`config.mk`:
```
export PLATFORM = sky130hd
export DESIGN_NAME = hitcount_probe
export DESIGN_NICKNAME = d
export VERILOG_FILES = /design/src/rtl/hcp_pkg.sv /design/src/rtl/hcp_window_decode.sv /design/src/rtl/hcp_hit_match.sv /design/src/rtl/hcp_header_rom.sv /design/src/rtl/hitcount_probe.sv
export SDC_FILE = /design/constraint.sdc
export NUM_CORES = 1
export LEC_CHECK = 0
export BUFFER_PORTS_ARGS = -buffer_cell sky130_fd_sc_hd__buf_2
export CORE_ASPECT_RATIO = 0.5
export CORE_UTILIZATION = 47
export CTS_BUF_LIST = sky130_fd_sc_hd__clkbuf_4
export CTS_CLUSTER_SIZE = 30
export DETAILED_ROUTE_END_ITERATION = 10
export HOLD_SLACK_MARGIN = 0.1
export MAX_ROUTING_LAYER = met4
export PLACE_DENSITY = 0.72
export SETUP_SLACK_MARGIN = 0.2
export SYNTH_ARGS = -nofsm -noshare
export SYNTH_HDL_FRONTEND = slang
export SYNTH_HIERARCHICAL = 1
export SYNTH_SLANG_ARGS = --single-unit
```
`constraint.sdc`:
```
create_clock -name clk -period 8.8 [get_ports clk]
set_clock_uncertainty 0.2 [all_clocks]
set_input_delay 1.76 -clock clk [delete_from_list [all_inputs] [get_ports clk]]
set_output_delay 1.76 -clock clk [all_outputs]
set_load 0.02 [all_outputs]
```
`src/rtl/hcp_pkg.sv`:
```
package hcp_pkg;

    localparam int unsigned NUM_KINDS = 3;
    localparam int unsigned HDR_FIXED = 16;
    localparam int unsigned STR_CHARS = 17;
    localparam int unsigned STR_W     = 8 * STR_CHARS;

    typedef enum logic [1:0] {
        KIND_QUIET = 2'd0,
        KIND_ANY   = 2'd1,
        KIND_EXACT = 2'd2
    } kind_e;

    localparam logic [STR_W-1:0] PFX_MEM   = {{(STR_CHARS-5)*8{1'b0}}, "mmio-"};
    localparam logic [STR_W-1:0] PFX_IO    = {{(STR_CHARS-7)*8{1'b0}}, "portio-"};
    localparam logic [STR_W-1:0] SFX_QUIET = {{(STR_CHARS-10)*8{1'b0}}, "no-eventfd"};
    localparam logic [STR_W-1:0] SFX_ANY   = {{(STR_CHARS-16)*8{1'b0}}, "wildcard-eventfd"};
    localparam logic [STR_W-1:0] SFX_EXACT = "datamatch-eventfd";

    // Character k of a right-justified packed string of len characters.
    function automatic logic [7:0] str_byte(logic [STR_W-1:0] s, int unsigned len,
                                            int unsigned k);
        logic [STR_W-1:0] t;
        t = s >> (8 * (len - 1 - k));
        return t[7:0];
    endfunction

    function automatic int unsigned pfx_len(logic win);
        return win ? 7 : 5;
    endfunction

    function automatic int unsigned sfx_len(kind_e kind);
        case (kind)
            KIND_QUIET: return 10;
            KIND_ANY:   return 16;
            default:    return 17;
        endcase
    endfunction

    function automatic int unsigned name_len(logic win, kind_e kind);
        return pfx_len(win) + sfx_len(kind);
    endfunction

    function automatic logic [7:0] name_char(logic win, kind_e kind, int unsigned k);
        logic [STR_W-1:0] sfx;
        int unsigned      pl;
        pl = pfx_len(win);
        case (kind)
            KIND_QUIET: sfx = SFX_QUIET;
            KIND_ANY:   sfx = SFX_ANY;
            default:    sfx = SFX_EXACT;
        endcase
        if (k < pl) return str_byte(win ? PFX_IO : PFX_MEM, pl, k);
        return str_byte(sfx, sfx_len(kind), k - pl);
    endfunction

    function automatic logic [7:0] prof_index(logic win, kind_e kind);
        return 8'(32'(win) * NUM_KINDS + 32'(kind));
    endfunction

    function automatic logic [31:0] trig_off(logic win, kind_e kind,
                                             int unsigned mem_base, int unsigned io_base);
        int unsigned base;
        base = win ? io_base : mem_base;
        return 32'(base + 32'(prof_index(win, kind)));
    endfunction

endpackage

```
`src/rtl/hcp_window_decode.sv`:
```
module hcp_window_decode #(
    parameter int unsigned MEM_W = 12,
    parameter int unsigned IO_W  = 8
) (
    input  logic             win,
    input  logic [MEM_W-1:0] addr,
    output logic [MEM_W-1:0] off,
    output logic             is_ctrl
);
    logic [MEM_W-1:0] io_off;

    generate
        if (IO_W < MEM_W) begin : g_fold
            assign io_off = {{(MEM_W-IO_W){1'b0}}, addr[IO_W-1:0]};
        end else begin : g_flat
            assign io_off = addr;
        end
    endgenerate

    assign off     = win ? io_off : addr;
    assign is_ctrl = (off == '0);
endmodule

```
`src/rtl/hcp_hit_match.sv`:
```
module hcp_hit_match
    import hcp_pkg::*;
#(
    parameter int unsigned MEM_W      = 12,
    parameter int unsigned DATA_W     = 8,
    parameter int unsigned SIZE_W     = 3,
    parameter int unsigned MEM_BASE   = 2048,
    parameter int unsigned IO_BASE    = 128,
    parameter logic [7:0]  MATCH_BYTE = 8'hFA
) (
    input  logic              active,
    input  logic              prof_win,
    input  kind_e             prof_kind,
    input  logic [MEM_W-1:0]  off,
    input  logic [DATA_W-1:0] wdata,
    input  logic [SIZE_W-1:0] size,
    output logic              hit
);
    logic [31:0] trig;
    logic        addr_ok;
    logic        data_ok;

    always_comb begin
        trig    = trig_off(prof_win, prof_kind, MEM_BASE, IO_BASE);
        addr_ok = (32'(off) == trig);
        data_ok = (prof_kind == KIND_ANY) ||
                  ((size == SIZE_W'(1)) && (wdata == DATA_W'(MATCH_BYTE)));
        hit     = active && addr_ok && data_ok;
    end
endmodule

```
`src/rtl/hcp_header_rom.sv`:
```
module hcp_header_rom
    import hcp_pkg::*;
#(
    parameter int unsigned MEM_W      = 12,
    parameter int unsigned SIZE_W     = 3,
    parameter int unsigned CNT_W      = 32,
    parameter int unsigned MEM_BASE   = 2048,
    parameter int unsigned IO_BASE    = 128,
    parameter logic [7:0]  MATCH_BYTE = 8'hFA,
    parameter logic [7:0]  WILD_BYTE  = 8'hCE
) (
    input  logic              active,
    input  logic              prof_win,
    input  kind_e             prof_kind,
    input  logic [CNT_W-1:0]  cnt,
    input  logic [MEM_W-1:0]  off,
    input  logic [SIZE_W-1:0] size,
    output logic [7:0]        byte_o
);
    logic [31:0] trig;
    logic [31:0] cnt32;
    int unsigned o;
    int unsigned nlen;
    int unsigned hlen;

    always_comb begin
        trig   = trig_off(prof_win, prof_kind, MEM_BASE, IO_BASE);
        cnt32  = 32'(cnt);
        o      = 32'(off);
        nlen   = name_len(prof_win, prof_kind);
        hlen   = HDR_FIXED + nlen + 1;
        byte_o = 8'h00;
        if (active && (o + 32'(size) < hlen)) begin
            case (o)
                0:       byte_o = prof_index(prof_win, prof_kind);
                1:       byte_o = 8'h01;
                4:       byte_o = trig[7:0];
                5:       byte_o = trig[15:8];
                6:       byte_o = trig[23:16];
                7:       byte_o = trig[31:24];
                8:       byte_o = (prof_kind == KIND_ANY) ? WILD_BYTE : MATCH_BYTE;
                12:      byte_o = cnt32[7:0];
                13:      byte_o = cnt32[15:8];
                14:      byte_o = cnt32[23:16];
                15:      byte_o = cnt32[31:24];
                default: begin
                    if (o >= HDR_FIXED && (o - HDR_FIXED) < nlen)
                        byte_o = name_char(prof_win, prof_kind, o - HDR_FIXED);
                end
            endcase
        end
    end
endmodule

```
`src/rtl/hitcount_probe.sv`:
```
module hitcount_probe
    import hcp_pkg::*;
#(
    parameter int unsigned MEM_BASE   = 2048,
    parameter int unsigned IO_BASE    = 128,
    parameter int unsigned CNT_W      = 32,
    parameter int unsigned DATA_W     = 8,
    parameter int unsigned SIZE_W     = 3,
    parameter logic [7:0]  MATCH_BYTE = 8'hFA,
    parameter logic [7:0]  WILD_BYTE  = 8'hCE,
    localparam int unsigned MEM_W     = $clog2(2 * MEM_BASE),
    localparam int unsigned IO_W      = $clog2(2 * IO_BASE)
) (
    input  logic              clk,
    input  logic              rst_n,
    input  logic              bus_wr,
    input  logic              bus_rd,
    input  logic              bus_win,
    input  logic [MEM_W-1:0]  bus_addr,
    input  logic [DATA_W-1:0] bus_wdata,
    input  logic [SIZE_W-1:0] bus_size,
    output logic [7:0]        bus_rdata
);
    typedef struct packed {
        logic             active;
        logic             win;
        kind_e            kind;
        logic [CNT_W-1:0] cnt;
        logic [7:0]       rdata;
    } state_t;

    state_t st_d, st_q;

    logic [MEM_W-1:0] off;
    logic             is_ctrl;
    logic             hit;
    logic [7:0]       hdr_byte;
    logic             prof_active;
    logic [CNT_W-1:0] hit_cnt;

    hcp_window_decode #(.MEM_W(MEM_W), .IO_W(IO_W)) u_decode (
        .win     (bus_win),
        .addr    (bus_addr),
        .off     (off),
        .is_ctrl (is_ctrl)
    );

    hcp_hit_match #(
        .MEM_W(MEM_W), .DATA_W(DATA_W), .SIZE_W(SIZE_W),
        .MEM_BASE(MEM_BASE), .IO_BASE(IO_BASE), .MATCH_BYTE(MATCH_BYTE)
    ) u_match (
        .active    (st_q.active),
        .prof_win  (st_q.win),
        .prof_kind (st_q.kind),
        .off       (off),
        .wdata     (bus_wdata),
        .size      (bus_size),
        .hit       (hit)
    );

    hcp_header_rom #(
        .MEM_W(MEM_W), .SIZE_W(SIZE_W), .CNT_W(CNT_W),
        .MEM_BASE(MEM_BASE), .IO_BASE(IO_BASE),
        .MATCH_BYTE(MATCH_BYTE), .WILD_BYTE(WILD_BYTE)
    ) u_header (
        .active    (st_q.active),
        .prof_win  (st_q.win),
        .prof_kind (st_q.kind),
        .cnt       (st_q.cnt),
        .off       (off),
        .size      (bus_size),
        .byte_o    (hdr_byte)
    );

    always_comb begin
        st_d       = st_q;
        st_d.rdata = 8'h00;
        if (bus_rd) begin
            st_d.rdata = hdr_byte;
        end
        if (bus_wr) begin
            if (is_ctrl) begin
                st_d.active = 1'b0;
                if (bus_wdata < DATA_W'(NUM_KINDS)) begin
                    st_d.active = 1'b1;
                    st_d.win    = bus_win;
                    st_d.kind   = kind_e'(bus_wdata[1:0]);
                    st_d.cnt    = '0;
                end
            end else if (hit) begin
                st_d.cnt = st_q.cnt + CNT_W'(1);
            end
        end
    end

    always_ff @(posedge clk) begin
        if (!rst_n) begin
            st_q <= '0;
        end else begin
            st_q <= st_d;
        end
    end

    assign bus_rdata   = st_q.rdata;
    assign prof_active = st_q.active;
    assign hit_cnt     = st_q.cnt;
endmodule

```
### After elaboration in Yosys (flattened, before gate mapping)

Index checks and enable logic that the tools add are counted.

| cells by class | value |
|---|---|
| add/sub/neg operators | 13 |
| multipliers | 1 |
| magnitude comparators | 5 |
| equal/unequal tests | 15 |
| shifts and indexed selects | 2 |
| mux-type cells | 25 |
| reduce and logical (&&, ||, !) cells | 14 |

Operators with widths:

| cell | number |
|---|---|
| two-way mux 136 bit | 3 |
| right shift 136 x 32 -> 8 bit | 2 |
| case mux 135 bit (2 select lines) | 1 |
| two-way mux 29 bit | 4 |
| case mux 8 bit (11 select lines) | 1 |
| adder 32 x 1 -> 32 bit, second input constant | 2 |
| two-way mux 32 bit | 2 |
| equality test 12 x 4 -> 1 bit, second input constant | 5 |
| subtractor 29 x 1 -> 29 bit, second input constant | 2 |
| subtractor 29 bit | 2 |
| two-way mux 55 bit | 1 |
| equality test 12 x 3 -> 1 bit, second input constant | 4 |
| two-way mux 36 bit | 1 |
| adder 32 x 8 -> 32 bit | 1 |
| adder 5 x 32 -> 32 bit, first input constant | 1 |
| equality test 12 x 32 -> 1 bit | 1 |
| less-than comparator 32 x 3 -> 1 bit | 1 |
| less-than comparator 32 bit | 1 |
| less-than comparator 32 x 6 -> 1 bit | 1 |
| two-way mux 12 bit | 2 |
| two-way mux 8 bit | 3 |
| subtractor 13 x 4 -> 14 bit | 1 |
| adder 12 x 3 -> 13 bit | 1 |
| subtractor 12 x 5 -> 13 bit, second input constant | 1 |
| other kinds (22) | 31 |

| storage, ports and cells | value |
|---|---|
| register bits | 44 |
| input port bits | 28 |
| logic and storage cells | 80 |

### Depth between registers and ports, before layout

Gate-level depths: netlist of run 1.

| depth | value |
|---|---|
| depth in word-level cells | 18 |
| mapped depth | 17 |
| depth with buffers taken out | 15 |

### Modules after synthesis

The synthesis of run 1 kept the hierarchy.

Modules (own cells, without submodules):

| module | instances | cells each | area each (um2) |
|---|---|---|---|
| hcp_header_rom | 1 | 392 | 2,721.4 |
| hitcount_probe | 1 | 265 | 2,321.0 |
| hcp_hit_match | 1 | 18 | 156.4 |
| hcp_window_decode | 1 | 16 | 120.1 |

### Worst setup path after synthesis of run 1

Ideal clock, no wire load.

| path | value |
|---|---|
| path kind | input -> register |
| from | input bus_addr[0] |
| to | register st_q, in the netlist bus_rdata[1] |
| arrival | 5.350 ns |
| slack | 3.191 ns |
| cell stages on the path | 17 |
| path buffers | 2 |
| path through | buf_4 clkbuf_1 clkinv_1 fa_1 nor2b_1 nor2_1 xnor2_1 ha_1 a21oi_1 o21ai_0 or3_1 a21oi_1 o22ai_1 o32ai_2 nand4_1 a311oi_1 and3_1 |

| between the ends | value |
|---|---|
| word-level cells in the longest chain between the ends | 10 |
| elaborated cells on any way between the ends | 34 |
| classes of those cells | add/sub (5); order compare (4); eq/ne (10); shift (2); mux (9); reduce/logical (4) |

Ends and longest elaborated chain:

| item | line | source |
|---|---|---|
| start, declared | hitcount_probe.sv:19 | `input logic [MEM_W-1:0] bus_addr,` |
| two-way mux 12 bit * | hcp_window_decode.sv:20 | `assign off = win ? io_off : addr;` |
| branches (longest 9 deep; another with subtractor 29 bit) | - |  |
| end signal, assigned | hitcount_probe.sv:100 | `st_q <= st_d;` |
| end, declared | hitcount_probe.sv:32 | `state_t st_d, st_q;` |

Mark *: on every way between the ends. The select of a mux whose other input is x is not followed.
A chain may end at the register's enable or synchronous reset.

### Worst setup path in the final report of run 1

Same ends and word-level chain as after synthesis.

==> implementation parameters, run 1 <==
Parameter                              Value

Synth
  Async set-or-reset flop fraction in the synthesized netlist ... 0%
  Cell with the most instances after synthesis ... sky130_fd_sc_hd__a21oi_1
  Top cell type by total area after synthesis ... sky130_fd_sc_hd__dfxtp_1
  Synth Register Bits ... 44
  Syn Inst Count ... 691
  Most instantiated flip-flop cell in the synthesis netlist ... sky130_fd_sc_hd__dfxtp_1
  Share of the yosys chip area belonging to registers ... between 10% and 20%
  Number of distinct library cell variants in the gate-level netlist after synthesis ... 97
  Leading cell types by count after synthesis ... 56 x sky130_fd_sc_hd__a21oi_1, 50 x sky130_fd_sc_hd__nor2_1, 49 x sky130_fd_sc_hd__nand2_1
  Area of the mapped netlist ... 5320 um^2
  Syn Area/Cell ... between 7 and 8 um^2
  Count of flip-flops with a built-in enable after synthesis ... 0
  Number of warning messages in the yosys log ... 6
  Top-area cell type share of the netlist area ... 16.6%
  Top post-synthesis cells by area ... sky130_fd_sc_hd__dfxtp_1 17%, sky130_fd_sc_hd__ha_1 7.8%, sky130_fd_sc_hd__a21oi_1 5.3%, sky130_fd_sc_hd__mux2i_1 4.3%, sky130_fd_sc_hd__nor2_1 3.5%

Clock tree
  Number of levels in the clock H-tree ... 2
  CTS resizes ... 0
  Worst skew pair latency ... 360 ps
  Clock buffer depth ... 2
  Clock tree from TritonCTS ... yes
  Number of buffers inserted by hold repair at cts ... 0
  Number of setup buffers added after CTS ... 0
  Inserted Clock Buffers ... 5
  Reg clk slew, reported paths ... around 130 ps
  Number of sinks driven by the clock tree ... 44
  Clock root buffer ... sky130_fd_sc_hd__clkbuf_4

Setup path
  Critical Path Source ... bus_addr[0]
  Reg-to-reg critical path startpoint ... st_q[42]
  Worst reg2reg setup slack ... 4270 ps
  Combined buffer and inverter count along the critical path ... 2
  Critical Path Fanout Max ... 32
  Worst Path Class, Setup ... input pin to flip-flop
  Slowest stage cell on the critical path ... sky130_fd_sc_hd__fa_1
  Nature of the critical path startpoint ... input pin
  Depth of the worst register-to-register path ... 15
  Worst path arrival time ... between 6000 and 7000 ps
  Reg-to-reg endpoint ... bus_rdata[1]
  Top delay family on crit path ... compound AO/OA/AOI/OAI gates
  Critical path destination ... bus_rdata[1]
  Data required time at the worst endpoint ... roughly 8900 ps
  CP endpoint kind ... flip-flop
  CP Cell Sequence ... buf_2 -> clkinv_1 -> fa_1 -> nor2b_1 -> nor2_1 -> xnor2_1 -> ha_1 -> nand2_1 -> o31ai_1 -> o221ai_1 -> nor3_1 -> o22ai_1 -> o32ai_2 -> nand4_1 -> a311oi_1 -> and3_1
  Highest cell delay on the worst timing path ... 570 ps
  Crit path depth ... 16

Route
  Highest metal layer used by the detailed router ... met4
  DRC violations left ... 0
  Antenna Violating Nets Remaining ... 0
  Starting DRC count in detailed routing ... 560
  Met2 wire len ... 6320 um
  Aggregate routed wire length ... 13900 um
  Pre-Repair DR Iteration Count ... 5
  Length of routed wiring on met1 ... 6750 um
  Routed wire length on met3 ... approximately 620 um
  Via count ... 5235
  Average routed wire per standard cell ... 16.8 um
  Via density per instance ... about 6.3

Place
  Post-detailed-placement cell area ... 5360 um^2
  Number of port buffers ... 35
  Weighted congestion at the end of routability-driven global placement ... 0.899
  Placed wire-length estimate ... about 10000 um

Layout
  Final net count ... between 700 and 800
  # fillers ... 1112
  Antenna fix cells ... 0
  Final design area excluding fillers ... between 5000 and 6000 um^2
  Layout cell share with drive strength beyond 1 ... 13.0%
  Synth-to-layout area growth ... 1.72%
  Final Core Density ... 49.1%

Timing
  Final setup violation count ... 0
  Max-slew violation count ... 0
  Final count of hold timing violations ... 0
  Final TNS setup ... 0 ps
  Final clock period utilization by the worst path ... 69.4%
  Worst-Margin Slew ... 1240 ps
  Setup repair after global routing missed its margin ... no
  Achievable Freq ... roughly 160 MHz
  Final critical-path required period ... 6100 ps
  Worst relative slew slack ... between 10% and 20%

Floorplan
  Placeable core region ... 11000 um^2
  Die outline area ... 11800 um^2
  I/O pins ... 36
  Standard-cell row count ... 27
  Starting density of the core ... 48.3%
  Die Height ... 77.2 um
  Horizontal die dimension ... 152 um

Global routing
  Aggregate global-route resource usage ... about 24%
  Global-route wire length before repair ... 23100 um
  Number of antenna violations at the first check in global routing ... 0
  Vias in the first global route ... 4713
  Remaining Overflow, GRT ... 0
  Maximum number of pins on one net before global-route repair ... 41

Power
  Total power per unit cell area ... 83.6 nW/um^2
  Maximum vdd ir drop ... 0.0455 mV
  Static Leak ... 0.00192 uW
  Total power consumption of the routed design ... 452 uW

Run status
  Status ... completed

Min path
  Class of the tightest hold or removal check ... flip-flop to flip-flop

Run
  Number of max-capacitance violations reported ... 0
==> worst reg2reg max path, stage by stage (launching register included) <==
cell                       delay [ps]
sky130_fd_sc_hd__dfxtp_1          840
sky130_fd_sc_hd__inv_1            240
sky130_fd_sc_hd__ha_1             280
sky130_fd_sc_hd__a21o_1           200
sky130_fd_sc_hd__nand2_1          110
sky130_fd_sc_hd__xnor2_1           80
sky130_fd_sc_hd__ha_1             400
sky130_fd_sc_hd__nand2_1           70
sky130_fd_sc_hd__o31ai_1          360
sky130_fd_sc_hd__o221ai_1         230
sky130_fd_sc_hd__nor3_1           250
sky130_fd_sc_hd__o22ai_1          140
sky130_fd_sc_hd__o32ai_2          440
sky130_fd_sc_hd__nand4_1          180
sky130_fd_sc_hd__a311oi_1         300
sky130_fd_sc_hd__and3_1           170
==> power by group <==
group          internal, uW  switching, uW
logic                  56.5           97.7
clock network          32.6           66.2
registers               199       0.000638
==> final cells by class <==
type / count / area [um^2] / share of cell area (%)
Timing Repair Buffer: 35 / 175 / 3.24
Tap cell: 145 / 181 / 3.35
Inverter: 25 / 93.8 / 1.73
Sequential cell: 44 / 881 / 16.3
Clock buffer: 6 / 45.0 / 0.833
Multi-Input combinational cell: 571 / 4030 / 74.5
Clock inverter: 1 / 5.00 / 0.0925
==> through the flow <==
| stage | std cells | worst slack (ps) | hold WS, ps |
|---|---|---|---|
| after CTS | 827 | 2830 | 299 |
| after global routing | 827 | 2270 | 314 |
| after detailed placement | 820 | 2460 | 281 |
| after floorplan | 692 | 3190 | 240 |
| final | 827 | 2700 | 298 |
| after global placement | 820 | 2640 | 272 |
==> placed cells by master, fill, tap and decap left out, types with 11 or more instances in the layout <==
master	synthesis	routed
sky130_fd_sc_hd__a21oi_1	56	56
sky130_fd_sc_hd__ha_1	33	33
sky130_fd_sc_hd__o31ai_1	16	16
sky130_fd_sc_hd__nand2b_1	22	22
sky130_fd_sc_hd__or4_1	15	15
sky130_fd_sc_hd__buf_2	4	35
sky130_fd_sc_hd__nand3_1	32	32
sky130_fd_sc_hd__nor3_1	15	15
sky130_fd_sc_hd__nand2_1	49	49
sky130_fd_sc_hd__nor2_1	50	50
sky130_fd_sc_hd__nand4_1	15	15
sky130_fd_sc_hd__and3_1	16	16
sky130_fd_sc_hd__inv_1	24	24
sky130_fd_sc_hd__xnor2_1	21	21
sky130_fd_sc_hd__dfxtp_1	44	44
sky130_fd_sc_hd__mux2i_1	23	23
sky130_fd_sc_hd__xor2_1	11	11
sky130_fd_sc_hd__o21ai_0	26	26
sky130_fd_sc_hd__nor4_1	19	19
==> metal layers <==
layer,global-route usage (%),up-vias
met5,-,-
met4,6.36,0
met3,2.54,23
met2,39.8,145
met1,32.1,2508
li1,-,2559
==> registers in the layout, summed over array words and instances, names as in the netlist <==
register	count
hit_cnt	32
bus_rdata	8
prof_active	1
st_q	3
==> cell families after synthesis <==
logic type	share of synthesized area, %
AO/OA/AOI/OAI	22.7
AND/OR/NAND/NOR	32.4
other	0.0705
flip-flops	16.6
multiplexers	4.75
adder cells (fa/ha/maj)	10.0
buffers and inverters	7.88
XOR/XNOR	5.58
==> worst min-delay path by stage <==
stage / endpoint / start / cells past startpoint / slack [ps]
global placement: hit_cnt[31] / hit_cnt[31] / 2 / 270
finish: hit_cnt[31] / hit_cnt[31] / 2 / 300
global route: hit_cnt[31] / hit_cnt[31] / 2 / 310
detailed placement: hit_cnt[31] / hit_cnt[31] / 2 / 280
floorplan: prof_active / prof_active / 2 / 240
CTS: hit_cnt[31] / hit_cnt[31] / 2 / 300
No activity file was read; power rests on OpenSTA's default activity.
==> run 2, diff against run 1 <==
ABC_AREA = 1   (was default)
PLACE_DENSITY = 0.71   (was 0.72)
clock period = 6.4 ns   (was 8.8 ns; I/O delays follow)
==> run 2 against run 1 <==
Against the previous run: non-clock buffer count is 1 higher; sequential cell count stayed put; first-iteration DRC count is 1.3% higher; total power is 37% higher; critical path depth is 12 higher; combinational power is 37% higher; cell area is 6.7% higher; highest routed layer unchanged; via count is 11% higher.
==> implementation parameters, run 2 <==
Parameter                              Value

Run status
  Status ... completed (unchanged)

Synth
  Share of synthesized cell area in full adder, half adder and majority cells ... 9.60% (was 10.0%)
  Count of flip-flops with a built-in enable after synthesis ... 0 (unchanged)
  Combinational family with the most area after synthesis ... simple AND/OR/NAND/NOR gates (unchanged)
  Leading cell types by count after synthesis ... 265 x sky130_fd_sc_hd__nand2_1, 153 x sky130_fd_sc_hd__nor2_1, 145 x sky130_fd_sc_hd__inv_1 (was 56 x sky130_fd_sc_hd__a21oi_1, 50 x sky130_fd_sc_hd__nor2_1, 49 x sky130_fd_sc_hd__nand2_1)
  Post-synthesis xor/xnor area fraction ... 3.00% (was 5.58%)
  Top-area cell type share of the netlist area ... 17.9% (was 16.6%)
  Share of the yosys chip area belonging to registers ... 15.9% (was 16.6%)
  Area of the mapped netlist ... 5550 um^2 (was 5320 um^2)
  Syn Inst Count ... 963 (was 691)
  Async set-or-reset flop fraction in the synthesized netlist ... 0% (unchanged)
  Number of distinct library cell variants in the gate-level netlist after synthesis ... 49 (was 97)
  Synth Area in Compound Gates ... 10.9% (was 22.7%)
  Simple-gate share of the synthesized area ... 45.7% (was 32.4%)
  Cell with the most instances after synthesis ... sky130_fd_sc_hd__nand2_1 (was sky130_fd_sc_hd__a21oi_1)
  Number of warning messages in the yosys log ... 6 (unchanged)
  Multiplexer area fraction after synthesis ... 0% (was 4.75%)
  Most instantiated flip-flop cell in the synthesis netlist ... sky130_fd_sc_hd__dfxtp_1 (unchanged)
  Top cell type by total area after synthesis ... sky130_fd_sc_hd__nand2_1 (was sky130_fd_sc_hd__dfxtp_1)
  Syn Area/Cell ... 5.76 um^2 (was 7.70 um^2)
  Top post-synthesis cells by area ... sky130_fd_sc_hd__nand2_1 18%, sky130_fd_sc_hd__dfxtp_1 16%, sky130_fd_sc_hd__nor2_1 10%, sky130_fd_sc_hd__inv_1 9.8%, sky130_fd_sc_hd__ha_1 7.4% (was sky130_fd_sc_hd__dfxtp_1 17%, sky130_fd_sc_hd__ha_1 7.8%, sky130_fd_sc_hd__a21oi_1 5.3%, sky130_fd_sc_hd__mux2i_1 4.3%, sky130_fd_sc_hd__nor2_1 3.5%)
  Synth Register Bits ... 44 (unchanged)

Floorplan
  Standard-cell row count ... 27 (unchanged)
  I/O pins ... 36 (unchanged)
  Die outline area ... 12300 um^2 (was 11800 um^2)
  Starting density of the core ... 49.3% (was 48.3%)
  Die Height ... 78.9 um (was 77.2 um)
  Placeable core region ... 11200 um^2 (was 11000 um^2)
  Horizontal die dimension ... 156 um (was 152 um)

Layout
  Synth-to-layout area growth ... 3.94% (was 1.72%)
  # fillers ... 1191 (was 1112)
  Antenna fix cells ... 0 (unchanged)
  Highest-count cells in the layout ignoring fill and taps ... 265 x sky130_fd_sc_hd__nand2_1, 152 x sky130_fd_sc_hd__nor2_1, 145 x sky130_fd_sc_hd__inv_1, 72 x sky130_fd_sc_hd__nand3_1, 44 x sky130_fd_sc_hd__dfxtp_1 (was 56 x sky130_fd_sc_hd__a21oi_1, 50 x sky130_fd_sc_hd__nor2_1, 49 x sky130_fd_sc_hd__nand2_1, 44 x sky130_fd_sc_hd__dfxtp_1, 35 x sky130_fd_sc_hd__buf_2)
  Layout cell share with drive strength beyond 1 ... 10.3% (was 13.0%)
  Max FFs per register ... 32 (unchanged)
  Most common library cell in the layout ignoring fill and taps ... sky130_fd_sc_hd__nand2_1 (was sky130_fd_sc_hd__a21oi_1)
  Final net count ... 1043 (was 749)
  Final Non-Filler Cells ... 1136 (was 827)

Place
  Cell total after placement ... 1128 (was 820)
  Weighted congestion at the end of routability-driven global placement ... 0.910 (was 0.899)
  Number of port buffers ... 35 (unchanged)
  Post-placement setup slack ... 1200 ps (was 2460 ps)
  Placed wire-length estimate ... 11000 um (was 10400 um)

Setup path
  Slowest stage cell on the critical path ... sky130_fd_sc_hd__fa_1 (unchanged)
  CP endpoint kind ... flip-flop (unchanged)
  Highest cell delay on the worst timing path ... 470 ps (was 570 ps)
  Data required time at the worst endpoint ... 6490 ps (was 8920 ps)
  Worst Path Class, Setup ... input pin to flip-flop (unchanged)
  Worst path arrival time ... 4980 ps (was 6220 ps)
  Dominant cell type by count on the critical path ... sky130_fd_sc_hd__nand2_1
  Nature of the critical path startpoint ... input pin (unchanged)
  Critical Path Fanout Max ... 13 (was 32)
  Top delay family on crit path ... simple AND/OR/NAND/NOR gates (was compound AO/OA/AOI/OAI gates)
  Combined buffer and inverter count along the critical path ... 6 (was 2)

Power
  Total power per unit cell area ... 107 nW/um^2 (was 83.6 nW/um^2)
  Maximum vdd ir drop ... 0.105 mV (was 0.0455 mV)
  Total power consumption of the routed design ... 620 uW (was 452 uW)
  Static Leak ... 0.00278 uW (was 0.00192 uW)

Clock tree
  CTS resizes ... 0 (unchanged)
  Clock buffer depth ... 2 (unchanged)
  Number of sinks driven by the clock tree ... 44 (unchanged)
  Number of buffers inserted by hold repair at cts ... 0 (unchanged)
  Inserted Clock Buffers ... 5 (unchanged)
  Clock tree from TritonCTS ... yes (unchanged)
  Reg clk slew, reported paths ... 130 ps (about the same)
  Number of levels in the clock H-tree ... 2 (unchanged)
  Number of setup buffers added after CTS ... 0 (unchanged)
  Clock root buffer ... sky130_fd_sc_hd__clkbuf_4 (unchanged)
  Worst skew pair latency ... 340 ps (was 360 ps)

Global routing
  Maximum number of pins on one net before global-route repair ... 43 (was 41)
  Vias in the first global route ... 5425 (was 4713)
  Global-route wire length before repair ... 24400 um (was 23100 um)
  Remaining Overflow, GRT ... 0 (unchanged)
  Aggregate global-route resource usage ... 24.6% (was 24.3%)
  Number of antenna violations at the first check in global routing ... 0 (unchanged)

Route
  Average routed wire per standard cell ... 12.2 um (was 16.8 um)
  Via count ... 5810 (was 5235)
  Pre-Repair DR Iteration Count ... 5 (unchanged)
  DRC violations left ... 0 (unchanged)
  Aggregate routed wire length ... 13900 um (about the same)
  Starting DRC count in detailed routing ... 567 (was 560)
  Antenna Violating Nets Remaining ... 0 (unchanged)
  Via density per instance ... 5.11 (was 6.33)

Timing
  Max-slew violation count ... 0 (unchanged)
  Final setup violation count ... 0 (unchanged)
  Final setup margin ... 1510 ps (was 2700 ps)
  Fin Hold WS ... 354 ps (was 298 ps)
  Achievable Freq ... 205 MHz
  Worst-Margin Slew ... 961 ps (was 1240 ps)
  Setup repair after global routing missed its margin ... no (unchanged)
  Final critical-path required period ... 4890 ps
  Worst relative slew slack ... 35.4% (was 17.3%)
  Final TNS setup ... 0 ps (unchanged)
  Final count of hold timing violations ... 0 (unchanged)
  Final clock period utilization by the worst path ... 76.3%

Min path
  Class of the tightest hold or removal check ... flip-flop to flip-flop (unchanged)

Run
  Number of max-capacitance violations reported ... 0 (unchanged)
-- run 2: changes by cell type in the layout (fill, tap and decap cells not counted), sizes merged, moves of 22 or more --
cell    before  now
nand2b      23    0
nand2       51  278
nand3       32   80
mux2i       23    0
a21oi       58   36
inv         24  156
nor2        50  167
-- run 2: cell families after synthesis --
group                      count (synthesis)
xor gates and xnor gates                  19
other                                      1
buffers and inverters                    191
and+or+nand+nor                          573
adders and majority gates                 39
AOI/OAI and AO/OA                         96
DFF                                       44
-- run 2: per-layer routing --
layer / global-route usage [%] / wire, um
met3: 1.75 / 666
met2: 42.4 / 6190
met1: 32.6 / 6940
met4: 3.53 / 50
met5: - / 0
-- run 2: power breakdown --
part           switching (uW)  leakage (uW)  internal (uW)  total (uW)
combinational             141       0.00239           70.1         211
sequential            0.00197      0.000354            274         274
clock                    88.6     0.0000293           46.2         135
total                     229       0.00278            390         620
-- run 2: worst paths after layout --
check	start	endpoint	slack (ps)	cells after the start
worst max-delay path	bus_addr[0]	bus_rdata[6]	1510	28
worst min-delay path	hit_cnt[5]	hit_cnt[5]	350	2
worst max register to register	st_q[42]	bus_rdata[6]	2040	24
worst min register to register	hit_cnt[5]	hit_cnt[5]	350	2
-- run 2: cell type report --
cell class	count	area (um^2)	area share, %
Clock inverter	2	11.3	0.195
Tap cell	159	199	3.45
Timing Repair Buffer	36	183	3.17
Multi-Input combinational cell	729	3850	66.7
Inverter	160	602	10.4
Sequential cell	44	881	15.3
Clock buffer	6	45.0	0.781
-- run 2: per-stage QoR --
step / utilization (%) / cell area [um^2]
after floorplan: - / 5560
after global placement: 50.8 / 5710
after detailed placement: 50.8 / 5710
after CTS: 51.3 / 5770
after global routing: 51.3 / 5770
final: 51.3 / 5770
-- run 2: tightest hold or removal path, stage by stage (launching register included) --
cell	delay [ps]
sky130_fd_sc_hd__dfxtp_1	350
sky130_fd_sc_hd__a21oi_1	120
sky130_fd_sc_hd__a21oi_1	50
